[src/rtl/trap_pkg.sv]
package trap_pkg;
    typedef enum logic [1:0] {
        PRIV_U = 2'b00,
        PRIV_S = 2'b01,
        PRIV_M = 2'b11
    } priv_e;

    typedef enum logic [1:0] {
        CSR_READ  = 2'b00,
        CSR_WRITE = 2'b01,
        CSR_SET   = 2'b10,
        CSR_CLEAR = 2'b11
    } csr_op_e;

    localparam logic [11:0] ADDR_STATUS  = 12'h300;
    localparam logic [11:0] ADDR_IRQEN   = 12'h304;
    localparam logic [11:0] ADDR_VECTOR  = 12'h305;
    localparam logic [11:0] ADDR_SCRATCH = 12'h340;
    localparam logic [11:0] ADDR_EPC     = 12'h341;
    localparam logic [11:0] ADDR_CAUSE   = 12'h342;
    localparam logic [11:0] ADDR_PEND    = 12'h344;

    localparam int BIT_GIE = 3;
    localparam int BIT_PIE = 7;
    localparam int BIT_PPL = 11;
endpackage

[src/rtl/trap_irq_arb.sv]
module trap_irq_arb #(
    parameter int NIRQ  = 16,
    parameter int CODEW = $clog2(NIRQ)
) (
    input  logic [NIRQ-1:0]  pend_i,
    input  logic [NIRQ-1:0]  en_i,
    input  logic             gate_i,
    output logic             fire_o,
    output logic [CODEW-1:0] code_o
);
    logic [NIRQ-1:0] live;

    assign live   = pend_i & en_i;
    assign fire_o = gate_i & (|live);

    // Highest numbered eligible line wins: later iterations overwrite.
    always_comb begin
        code_o = '0;
        for (int i = 0; i < NIRQ; i++) begin
            if (live[i]) code_o = CODEW'(i);
        end
    end

    always_comb begin
        if (fire_o) begin
            p_winner_live_r6: assert (pend_i[code_o] && en_i[code_o]);
        end
    end
endmodule

[src/rtl/trap_priv_fsm.sv]
module trap_priv_fsm
    import trap_pkg::*;
(
    input  logic  clk_i,
    input  logic  rst_ni,
    input  logic  trap_go_i,
    input  logic  ret_go_i,
    input  priv_e ret_lvl_i,
    output priv_e priv_o
);
    priv_e state_q, state_d;

    always_ff @(posedge clk_i or negedge rst_ni) begin
        if (!rst_ni) state_q <= PRIV_M;
        else         state_q <= state_d;
    end

    always_comb begin
        state_d = state_q;
        unique case (state_q)
            PRIV_M: begin
                if (trap_go_i)     state_d = PRIV_M;
                else if (ret_go_i) state_d = ret_lvl_i;
            end
            PRIV_S, PRIV_U: begin
                if (trap_go_i) state_d = PRIV_M;
            end
            default: state_d = PRIV_M;
        endcase
    end

    assign priv_o = state_q;

    p_trap_enters_m_r3: assert property (@(posedge clk_i) disable iff (!rst_ni)
        trap_go_i |=> (state_q == PRIV_M));
    p_ret_target_r8: assert property (@(posedge clk_i) disable iff (!rst_ni)
        ret_go_i |=> (state_q == $past(ret_lvl_i)));
    p_ret_only_in_m_r8: assert property (@(posedge clk_i) disable iff (!rst_ni)
        ret_go_i |-> (state_q == PRIV_M));
    always_comb begin
        p_legal_level_r10: assert (!rst_ni || state_q != 2'b10);
    end
endmodule

[src/rtl/trap_csr_regs.sv]
module trap_csr_regs
    import trap_pkg::*;
#(
    parameter int XLEN  = 32,
    parameter int NIRQ  = 16,
    parameter int CODEW = $clog2(NIRQ)
) (
    input  logic             clk_i,
    input  logic             rst_ni,
    input  logic             csr_en_i,
    input  logic [1:0]       csr_op_i,
    input  logic [11:0]      csr_addr_i,
    input  logic [XLEN-1:0]  csr_wdata_i,
    output logic [XLEN-1:0]  csr_rdata_o,
    input  logic             trap_go_i,
    input  logic             trap_irq_i,
    input  logic [CODEW-1:0] trap_code_i,
    input  logic [XLEN-1:0]  trap_pc_i,
    input  logic             ret_go_i,
    input  priv_e            cur_priv_i,
    input  logic [NIRQ-1:0]  irq_lines_i,
    output logic             gie_o,
    output priv_e            ppl_o,
    output logic [NIRQ-1:0]  irq_en_o,
    output logic [XLEN-1:0]  vec_o,
    output logic [XLEN-1:0]  epc_o
);
    localparam logic [XLEN-1:0] ALIGN_MASK = ~XLEN'(3);

    logic             gie_q, pie_q;
    priv_e            ppl_q;
    logic [NIRQ-1:0]  en_q;
    logic [XLEN-1:0]  vec_q, epc_q, scratch_q;
    logic             cause_irq_q;
    logic [CODEW-1:0] cause_code_q;
    logic [XLEN-1:0]  rd, nv;
    logic             wr;

    always_comb begin
        rd = '0;
        unique case (csr_addr_i)
            ADDR_STATUS: begin
                rd[BIT_GIE]           = gie_q;
                rd[BIT_PIE]           = pie_q;
                rd[BIT_PPL+1:BIT_PPL] = ppl_q;
            end
            ADDR_IRQEN:   rd[NIRQ-1:0] = en_q;
            ADDR_PEND:    rd[NIRQ-1:0] = irq_lines_i;
            ADDR_VECTOR:  rd = vec_q;
            ADDR_EPC:     rd = epc_q;
            ADDR_SCRATCH: rd = scratch_q;
            ADDR_CAUSE: begin
                rd[XLEN-1]    = cause_irq_q;
                rd[CODEW-1:0] = cause_code_q;
            end
            default: rd = '0;
        endcase
    end

    always_comb begin
        unique case (csr_op_e'(csr_op_i))
            CSR_WRITE: nv = csr_wdata_i;
            CSR_SET:   nv = rd | csr_wdata_i;
            CSR_CLEAR: nv = rd & ~csr_wdata_i;
            default:   nv = rd;
        endcase
    end

    assign wr = csr_en_i && (csr_op_i != CSR_READ) && !trap_go_i;

    always_ff @(posedge clk_i or negedge rst_ni) begin
        if (!rst_ni) begin
            gie_q        <= 1'b0;
            pie_q        <= 1'b0;
            ppl_q        <= PRIV_U;
            en_q         <= '0;
            vec_q        <= '0;
            epc_q        <= '0;
            scratch_q    <= '0;
            cause_irq_q  <= 1'b0;
            cause_code_q <= '0;
        end else if (trap_go_i) begin
            pie_q        <= gie_q;
            gie_q        <= 1'b0;
            ppl_q        <= cur_priv_i;
            epc_q        <= trap_pc_i & ALIGN_MASK;
            cause_irq_q  <= trap_irq_i;
            cause_code_q <= trap_code_i;
        end else if (ret_go_i) begin
            gie_q <= pie_q;
            pie_q <= 1'b1;
            ppl_q <= PRIV_U;
        end else if (wr) begin
            unique case (csr_addr_i)
                ADDR_STATUS: begin
                    gie_q <= nv[BIT_GIE];
                    pie_q <= nv[BIT_PIE];
                    if (nv[BIT_PPL+1:BIT_PPL] != 2'b10)
                        ppl_q <= priv_e'(nv[BIT_PPL+1:BIT_PPL]);
                end
                ADDR_IRQEN:   en_q      <= nv[NIRQ-1:0];
                ADDR_VECTOR:  vec_q     <= nv;
                ADDR_EPC:     epc_q     <= nv & ALIGN_MASK;
                ADDR_SCRATCH: scratch_q <= nv;
                ADDR_CAUSE: begin
                    cause_irq_q  <= nv[XLEN-1];
                    cause_code_q <= nv[CODEW-1:0];
                end
                default: ;
            endcase
        end
    end

    assign csr_rdata_o = rd;
    assign gie_o       = gie_q;
    assign ppl_o       = ppl_q;
    assign irq_en_o    = en_q;
    assign vec_o       = vec_q;
    assign epc_o       = epc_q;

    p_gie_saved_r3: assert property (@(posedge clk_i) disable iff (!rst_ni)
        trap_go_i |=> (!gie_q && pie_q == $past(gie_q)));
    p_level_saved_r3: assert property (@(posedge clk_i) disable iff (!rst_ni)
        trap_go_i |=> (ppl_q == $past(cur_priv_i)));
    p_cause_flag_r4: assert property (@(posedge clk_i) disable iff (!rst_ni)
        trap_go_i |=> (cause_irq_q == $past(trap_irq_i)));
    p_ret_restore_r8: assert property (@(posedge clk_i) disable iff (!rst_ni)
        ret_go_i |=> (pie_q && gie_q == $past(pie_q) && ppl_q == PRIV_U));
    p_no_write_on_trap_r9: assert property (@(posedge clk_i) disable iff (!rst_ni)
        trap_go_i |=> ($stable(scratch_q) && $stable(en_q) && $stable(vec_q)));
endmodule

[src/rtl/trap_ctrl.sv]
module trap_ctrl
    import trap_pkg::*;
#(
    parameter int XLEN = 32,
    parameter int NIRQ = 16,
    localparam int CODEW = $clog2(NIRQ)
) (
    input  logic             clk_i,
    input  logic             rst_ni,
    input  logic             exc_req_i,
    input  logic [CODEW-1:0] exc_code_i,
    input  logic [XLEN-1:0]  trap_pc_i,
    input  logic [NIRQ-1:0]  irq_lines_i,
    input  logic             mret_i,
    input  logic             csr_en_i,
    input  logic [1:0]       csr_op_i,
    input  logic [11:0]      csr_addr_i,
    input  logic [XLEN-1:0]  csr_wdata_i,
    output logic [XLEN-1:0]  csr_rdata_o,
    output logic             trap_taken_o,
    output logic             ret_taken_o,
    output logic [XLEN-1:0]  redirect_pc_o,
    output logic [1:0]       priv_o
);
    priv_e            priv, ppl;
    logic             gie, irq_fire, trap_go, irq_go, ret_go;
    logic [CODEW-1:0] irq_code, trap_code;
    logic [NIRQ-1:0]  irq_en;
    logic [XLEN-1:0]  vec, epc, base;

    trap_irq_arb #(.NIRQ(NIRQ), .CODEW(CODEW)) arb_i (
        .pend_i (irq_lines_i),
        .en_i   (irq_en),
        .gate_i ((priv != PRIV_M) || gie),
        .fire_o (irq_fire),
        .code_o (irq_code)
    );

    assign trap_go   = exc_req_i || irq_fire;
    assign irq_go    = irq_fire && !exc_req_i;
    assign trap_code = exc_req_i ? exc_code_i : irq_code;
    assign ret_go    = mret_i && !trap_go && (priv == PRIV_M);

    trap_priv_fsm fsm_i (
        .clk_i     (clk_i),
        .rst_ni    (rst_ni),
        .trap_go_i (trap_go),
        .ret_go_i  (ret_go),
        .ret_lvl_i (ppl),
        .priv_o    (priv)
    );

    trap_csr_regs #(.XLEN(XLEN), .NIRQ(NIRQ), .CODEW(CODEW)) regs_i (
        .clk_i       (clk_i),
        .rst_ni      (rst_ni),
        .csr_en_i    (csr_en_i),
        .csr_op_i    (csr_op_i),
        .csr_addr_i  (csr_addr_i),
        .csr_wdata_i (csr_wdata_i),
        .csr_rdata_o (csr_rdata_o),
        .trap_go_i   (trap_go),
        .trap_irq_i  (irq_go),
        .trap_code_i (trap_code),
        .trap_pc_i   (trap_pc_i),
        .ret_go_i    (ret_go),
        .cur_priv_i  (priv),
        .irq_lines_i (irq_lines_i),
        .gie_o       (gie),
        .ppl_o       (ppl),
        .irq_en_o    (irq_en),
        .vec_o       (vec),
        .epc_o       (epc)
    );

    assign base = {vec[XLEN-1:2], 2'b00};

    always_comb begin
        if (trap_go) begin
            if (irq_go && (vec[1:0] != 2'b00))
                redirect_pc_o = base + {{(XLEN-CODEW-2){1'b0}}, irq_code, 2'b00};
            else
                redirect_pc_o = base;
        end else begin
            redirect_pc_o = epc;
        end
    end

    assign trap_taken_o = trap_go;
    assign ret_taken_o  = ret_go;
    assign priv_o       = priv;

    p_flags_exclusive_r9: assert property (@(posedge clk_i) disable iff (!rst_ni)
        !(trap_taken_o && ret_taken_o));
    p_exc_wins_r9: assert property (@(posedge clk_i) disable iff (!rst_ni)
        (exc_req_i && trap_taken_o) |-> (redirect_pc_o == base));
endmodule

[config.mk]
export PLATFORM = sky130hd
export DESIGN_NAME = trap_ctrl
export DESIGN_NICKNAME = d
export VERILOG_FILES = /design/src/rtl/trap_pkg.sv /design/src/rtl/trap_irq_arb.sv /design/src/rtl/trap_priv_fsm.sv /design/src/rtl/trap_csr_regs.sv /design/src/rtl/trap_ctrl.sv
export SDC_FILE = /design/constraint.sdc
export NUM_CORES = 1
export LEC_CHECK = 0
export BUFFER_PORTS_ARGS = -buffer_cell sky130_fd_sc_hd__buf_2
export CAP_MARGIN = 20
export CORE_ASPECT_RATIO = 0.6
export CORE_UTILIZATION = 40
export DETAILED_ROUTE_END_ITERATION = 7
export GPL_ROUTABILITY_DRIVEN = 1
export GPL_TIMING_DRIVEN = 0
export HOLD_SLACK_MARGIN = 0.15
export PLACE_DENSITY_LB_ADDON = 0.15
export RECOVER_POWER = 25
export SLEW_MARGIN = 30
export SYNTH_ARGS = -nofsm -noshare
export SYNTH_HDL_FRONTEND = slang
export SYNTH_HIERARCHICAL = 1
export SYNTH_SLANG_ARGS = --single-unit
[constraint.sdc]
create_clock -name clk_i -period 7.2 [get_ports clk_i]
set_input_delay 0.72 -clock clk_i [delete_from_list [all_inputs] [get_ports clk_i]]
set_output_delay 0.72 -clock clk_i [all_outputs]
set_load 0.01 [all_outputs]
==> results of run 1 <==
[cell families (layout without fill, tap and decap cells)]
kind of cell	Yosys count	after routing	share of synthesized area
mux	33	33	0.04461
fa+ha+maj	5	5	0.008555
flops	121	121	0.3700
buf+inv	79	278	0.04109
other cells	1	3	0.0004579
compound gates	317	317	0.2527
xor+xnor	45	45	0.04812
simple gates	372	372	0.2345
[power by group through the flow]
stage                     logic (mW)  clock network [mW]  registers [mW]
after global routing           0.281               0.980           0.728
after floorplan                0.135                   0           0.728
final                          0.261               0.939           0.726
after CTS                      0.257               0.948           0.724
after global placement         0.251                   0           0.736
after detailed placement       0.255                   0           0.736
[state kept, by name (all words and copies together) (netlist names)]
name,cells
fsm_i/priv_o,2
regs_i/cause_code_q,4
regs_i/cause_irq_q,1
regs_i/epc_o,30
regs_i/gie_o,1
regs_i/irq_en_o,16
regs_i/pie_q,1
regs_i/ppl_o,2
regs_i/scratch_q,32
regs_i/vec_o,32
[cell usage in the layout, fill, tap and decap left out, types with 5 or more instances in the layout]
master     netlist  final
mux2i_1         14     14
o21ai_0        107    107
nand2_1        185    185
clkbuf_1        45     47
nand2_2          9      9
a22o_1           9      9
a22oi_1         57     57
and2_1          24     24
nand3b_1         5      5
and3_1           5      5
o22ai_2          9      9
a21oi_1         11     11
nor2_1          35     35
xor2_1          33     33
clkbuf_16        0     17
xnor2_1         12     12
a222oi_1         5      5
mux2_2          18     18
nor3_1           5      5
nand4_1         16     16
a31oi_1         18     18
buf_2           11    176
dfrtp_1        119    119
inv_1           16     16
nand3_1         33     33
o21ai_1         48     48
o22ai_1          9      9
nor2b_1          9      8
[worst paths after layout]
| kind | end | from | slack (ns) | cells after the start |
|---|---|---|---|---|
| worst max-delay path | regs_i/scratch_q[17]$_DFFE_PN0P_ | regs_i/irq_en_o[13]$_DFFE_PN0P_ | 1.58 | 16 |
| worst min-delay path | regs_i/scratch_q[8]$_DFFE_PN0P_ | regs_i/scratch_q[8]$_DFFE_PN0P_ | 0.48 | 2 |
| worst max register to register | regs_i/scratch_q[17]$_DFFE_PN0P_ | regs_i/irq_en_o[13]$_DFFE_PN0P_ | 1.58 | 16 |
| worst min register to register | regs_i/scratch_q[8]$_DFFE_PN0P_ | regs_i/scratch_q[8]$_DFFE_PN0P_ | 0.48 | 2 |
| max in group asynchronous | regs_i/vec_o[24]$_DFFE_PN0P_ | rst_ni | 4.50 | 1 |
| min in group asynchronous | regs_i/gie_o$_DFFE_PN0P_ | rst_ni | 1.15 | 1 |
[worst reg2reg max path, cell delays in order, from the launching register on]
cell	delay, ns
dfrtp_1	0.42
a22o_1	0.23
and3b_1	0.26
nand3_2	0.20
o21a_1	0.32
nor2_1	0.54
inv_1	0.18
clkbuf_1	0.43
clkbuf_1	0.38
or2_2	0.35
clkbuf_1	0.19
nor2_1	0.66
nand4_1	0.35
clkbuf_1	0.37
clkbuf_1	0.36
nand2_1	0.14
o21ai_0	0.10
[cell type report]
type | count | area (um^2) | share of cell area
plain buffers | 63 | 276.5 | 0.02754
diodes | 1 | 2.502 | 0.0002492
multi-input cells | 774 | 4835 | 0.4814
clock buffers | 21 | 470.5 | 0.04685
inverters | 16 | 60.06 | 0.005981
repair buffers | 167 | 857.1 | 0.08535
clock inverters | 11 | 168.9 | 0.01682
well taps | 273 | 341.6 | 0.03401
flip-flops and latches | 121 | 3030 | 0.3018
[layer usage]
metal  track usage  up-vias  part of all wire
met5             0        -                 0
met4       0.07596        0             0.015
met3        0.1179       39              0.13
met2        0.4134      553              0.38
met1        0.4899     4245              0.48
li1              -     3938                 -
[metrics by stage]
step / instance area, um^2 / worst slack (ns) / utilization
floorplan: 8194 / 3.187 / -
global placement: 9366 / 1.379 / 0.4679
detailed placement: 9409 / 1.319 / 0.4700
CTS: 10050 / 1.759 / 0.5019
global route: 10040 / 1.323 / 0.5015
finish: 10040 / 1.585 / 0.5016
==> results.py, run 1 <==
metrics = {
    "critical_path": {
        "slowest_delay_ns": 0.66,
        "crit_type": "flop to flop",
        "cp_top_family": "simple AND/OR/NAND/NOR gates",
        "critPathArrivalTime_ns": 5.90,
        "cp_max_fo": 13,
        "cp_data_required_time_ns": 7.48,
        "crit_top_cell": "clkbuf_1",
        "slowest_stage": "nor2_1",
        "cp-end-kind": "flop",
        "start_kind": "flop",
        "path_buf_inv": 6,
        "path_cells": "a22o_1 -> and3b_1 -> nand3_2 -> o21a_1 -> nor2_1 -> inv_1 -> clkbuf_1 -> clkbuf_1 -> or2_2 -> clkbuf_1 -> nor2_1 -> nand4_1 -> clkbuf_1 -> clkbuf_1 -> nand2_1 -> o21ai_0",
    },
    "min_path": {
        "min_path_type": "flop to flop",
    },
    "cts": {
        "post_cts_resized": 0,
        "cts_root_buf": "clkbuf_16",
        "tritoncts": "done",
        "ctsHtreeMaxLevel": 4,
        "cts.sinks": 121,
        "cts_buffer_depth": 2,
        "clkTransAtPathRegs_ns": 0.06,
        "holdBufCountCts": 0,
        "cts_buffers": 17,
        "postCtsSetupRepairBufs": 0,
        "clkLatencyLatePin_ns": 0.43,
    },
    "place": {
        "port_buffers": 166,
        "gp_congestion": 0.9433,
        "dp.cells": 1414,
        "dp_hpwl_um": 24890,
    },
    "die": {
        "ios": 171,
        "fp-row-count": 40,
        "die_area_um2": 21070,
        "die_height_um": 112.8,
        "die_x_um": 186.7,
        "core_um2": 20020,
        "initial_core_util": 0.4091,
    },
    "timing": {
        "setup_violations": 0,
        "timing.final.crit_share": 0.7799,
        "fin_crit_ns": 5.615,
        "tns_ns": 0,
        "tightest_slew_ns": 2.724,
        "drv_slew": 47,
        "max_freq_mhz": 178.1,
        "relSlewSlack": -0.8158,
        "fin_worst_skew_ns": 0.008447,
        "rsz0062_at_grt": "false",
        "whs_ns": 0.4822,
        "hold_viol": 0,
    },
    "synth": {
        "syn-cell-area_um2": 8190,
        "seq_area_frac_synth": 0.3700,
        "ys.flop_type": "dfrtp_1",
        "synth_edf_count": 0,
        "synth_cell_type_count": 82,
        "synthTopCellsByArea": "dfrtp_1, nand2_1, o21ai_0",
        "synth.top_cell.area_share": 0.3636,
        "netlist_instances": 973,
        "syn_avg_cell_area_um2": 8.418,
        "synth.most_common_cell": "nand2_1",
        "synth_top_area_cell": "dfrtp_1",
        "yosys_warnings": 6,
        "async_flop_share": 1.000,
        "synthTopCellsByCount": "nand2_1, dfrtp_1, o21ai_0",
        "synth_seq_cells": 121,
    },
    "pwr": {
        "power_per_cell_area_nw_per_um2": 191.8,
        "power_frac_clock": 0.488,
        "power_frac_comb": 0.136,
        "p_sw_mw": 0.5225,
        "total_power_mw": 1.926,
        "internal-power_mw": 1.404,
        "vdd_drop_max_v": 0.0002008,
        "leakage_nw": 4.474,
        "seqPwrFrac": 0.377,
        "p_sw_frac": 0.2712,
    },
    "outcome": {
        "failed_checks": "capacitance limit, slew limit",
        "outcome": "complete, but fails checks",
    },
    "grt": {
        "grt_max_degree": 76,
        "grt_pass1_vias": 7926,
        "grt_pass1_wl_um": 49780,
        "antenna_found_initial": 1,
        "grt_usage": 0.3200,
        "grt_overflow": 0,
    },
    "final_layout": {
        "fillers": 1979,
        "nNetsFinal": 1268,
        "synthToLayoutAreaGrowth_pct": 22.61,
        "final_cells": 1447,
        "layout-drive-gt1-share": 0.2387,
    },
    "job": {
        "maxCapViolations": 1,
    },
    "detailed_routing": {
        "viasPerCell": 6.064,
        "detail-route-antenna-nets": 0,
        "postRouteWirelength_um": 33290,
        "drt_iter0_markers": 1191,
        "drtPass1Iterations": 8,
        "wl_per_cell_um": 23.00,
        "drc": 0,
        "vias": 8775,
    },
}
(Power assumes the default switching activity.)
==> run 2, diff against run 1 <==
Clock period 7.2 ns to 4.58 ns, I/O delays scaled along.
==> results.py, run 2 (same netlist as run 1, synthesis figures left out) <==
metrics = {
    "outcome": {
        "outcome": "complete, but fails checks",
        "failed_checks": "DRC, capacitance limit, slew limit",
    },
    "cts": {
        "cts_buffers": 17,
        "cts_root_buf": "clkbuf_16",
        "clkLatencyLatePin_ns": 0.43,
        "cts.sinks": 121,
        "ctsHtreeMaxLevel": 4,
        "clkTransAtPathRegs_ns": 0.06,
        "cts_buffer_depth": 2,
        "tritoncts": "done",
    },
    "grt": {
        "grt_pass1_vias": 7946,
        "grt_pass1_wl_um": 49870,
        "antenna_found_initial": 1,
        "grt_overflow": 0,
        "grt_usage": 0.3205,
        "grt_max_degree": 76,
    },
    "critical_path": {
        "cp_data_required_time_ns": 4.86,
        "critPathArrivalTime_ns": 4.71,
        "crit_type": "flop to flop",
        "start_kind": "flop",
        "slowest_stage": "dfrtp_1",
        "cp_max_fo": 10,
        "rr_startpoint": "regs_i/irq_en_o[13]$_DFFE_PN0P_",
        "reg2reg_slack_ns": 0.15,
        "path_cells": "a22o_1 -> and3b_1 -> nand3_2 -> o21a_1 -> nor2_4 -> clkinvlp_4 -> clkbuf_1 -> or2_2 -> clkbuf_1 -> nor2_4 -> nand4_1 -> clkbuf_2 -> clkbuf_2 -> nand2_1 -> o21ai_0",
        "reg2regPathDepth": 15,
        "r2r-end": "regs_i/scratch_q[17]$_DFFE_PN0P_",
        "slowest_delay_ns": 0.42,
        "cp-end-kind": "flop",
    },
    "pwr": {
        "power_frac_comb": 0.136,
        "vdd_drop_max_v": 0.0003145,
        "power_per_cell_area_nw_per_um2": 300.8,
        "leakage_nw": 4.491,
        "internal-power_mw": 2.208,
        "power_frac_clock": 0.488,
        "seqPwrFrac": 0.376,
        "p_sw_frac": 0.2722,
        "p_sw_mw": 0.8257,
    },
    "final_layout": {
        "layout-drive-gt1-share": 0.2472,
        "final_cells": 1451,
        "synthToLayoutAreaGrowth_pct": 23.13,
        "seqCellArea_um2": 3030,
        "fillers": 1983,
        "mostFrequentLayoutCells": "nand2_1, buf_2, dfrtp_1",
        "final_common_cell": "nand2_1",
        "nNetsFinal": 1272,
        "multiInputGateArea_um2": 4855,
    },
    "detailed_routing": {
        "vias": 8770,
        "drc": 6,
        "postRouteWirelength_um": 33190,
        "drtPass1Iterations": 8,
        "detail-route-antenna-nets": 0,
        "wl_per_cell_um": 22.87,
        "drt_iter0_markers": 1095,
        "viasPerCell": 6.044,
    },
    "timing": {
        "whs_ns": 0.2711,
        "relSlewSlack": -0.7430,
        "tightest_slew_ns": 2.614,
        "max_freq_mhz": 225.9,
        "setup_violations": 0,
        "tns_ns": 0,
        "rsz0062_at_grt": "false",
        "hold_viol": 0,
        "timing.final.crit_share": 0.9667,
        "fin_worst_skew_ns": 0.009187,
        "fin_crit_ns": 4.427,
        "drv_slew": 48,
    },
    "min_path": {
        "hold_path_startpoint": "trap_pc_i[17]",
        "min_path_type": "input pin to flop",
        "hold_path_depth": 3,
        "whs_endpoint": "regs_i/epc_o[17]$_DFFE_PN0P_",
    },
    "die": {
        "die_height_um": 112.8,
        "initial_core_util": 0.4091,
        "die_x_um": 186.7,
        "core_um2": 20020,
        "die_area_um2": 21070,
        "ios": 171,
        "fp-row-count": 40,
    },
    "place": {
        "dp.cells": 1414,
        "gp_congestion": 0.9433,
        "port_buffers": 166,
        "dp_hpwl_um": 24890,
    },
    "job": {
        "maxCapViolations": 1,
    },
}
## run 2: cell count changes in the layout (fill, tap and decap cells not counted), moves of 2 or more
cell	before	now
clkbuf_2	0	2
nor2_1	35	31
clkbuf_1	47	44
nor2_2	0	2
buf_4	3	7
nor2_4	2	4
## run 2: area by class of cell
class / instances / area share
diodes: 1 / 0.0002481
plain buffers: 62 / 0.02730
clock buffers: 21 / 0.04665
clock inverters: 11 / 0.01675
inverters: 16 / 0.006328
multi-input cells: 774 / 0.4814
flip-flops and latches: 121 / 0.3005
well taps: 273 / 0.03387
repair buffers: 172 / 0.08697
## run 2: stage by stage
stage          area, um^2  setup WS (ns)    util  total power, mW
2_1_floorplan        8194         0.8292       -            1.356
3_3_place_gp         9366        -0.9788  0.4679            1.552
3_5_place_dp         9409         -1.039  0.4700            1.558
4_1_cts             10090        0.02699  0.5039            3.037
5_1_grt             10080       0.008642  0.5036            3.126
6_report            10080         0.1525  0.5038            3.033
## run 2: how the worst max path moves through the flow
stage	startpoint	to	slack [ns]	cells after the start
2_1_floorplan	irq_lines_i[13]	regs_i/scratch_q[12]$_DFFE_PN0P_	0.83	16
3_3_place_gp	irq_lines_i[13]	regs_i/scratch_q[12]$_DFFE_PN0P_	-0.98	17
3_5_place_dp	irq_lines_i[13]	regs_i/scratch_q[16]$_DFFE_PN0P_	-1.04	17
4_1_cts	regs_i/irq_en_o[13]$_DFFE_PN0P_	regs_i/scratch_q[16]$_DFFE_PN0P_	0.03	15
5_1_grt	regs_i/irq_en_o[13]$_DFFE_PN0P_	regs_i/scratch_q[19]$_DFFE_PN0P_	0.009	15
6_report	regs_i/irq_en_o[13]$_DFFE_PN0P_	regs_i/scratch_q[17]$_DFFE_PN0P_	0.15	15
## run 2: critical path, delay by kind of cell, from the launching register on
family                 cells  cell delay (ns)
AO/OA/AOI/OAI              3             0.66
AND/OR/NAND/NOR            7             1.81
buffers and inverters      5             1.37
flip-flops                 1             0.42
## run 2: layer usage
layer	routed length (um)	global-route usage	part of all wire
met5	0	0	0
met4	435	0.07814	0.013
met3	4708	0.1176	0.14
met2	12570	0.4139	0.38
met1	15480	0.4905	0.47
## run 2: what timing repair did
action                                  4_1_cts  5_1_grt
hold buffers                                  1        0
pin swaps                                     0        1
gates resized for setup                       6        5
endpoints found under the setup margin      115       30
setup buffers                                 2        2
endpoints found under the hold margin        45        0
## run 2: power groups by stage
stage          logic (mW)  registers (mW)  clock network, mW
4_1_cts             0.407            1.14               1.49
2_1_floorplan       0.212            1.14                  0
6_report            0.412            1.14               1.48
3_3_place_gp        0.395            1.16                  0
5_1_grt             0.443            1.14               1.54
3_5_place_dp        0.402            1.16                  0
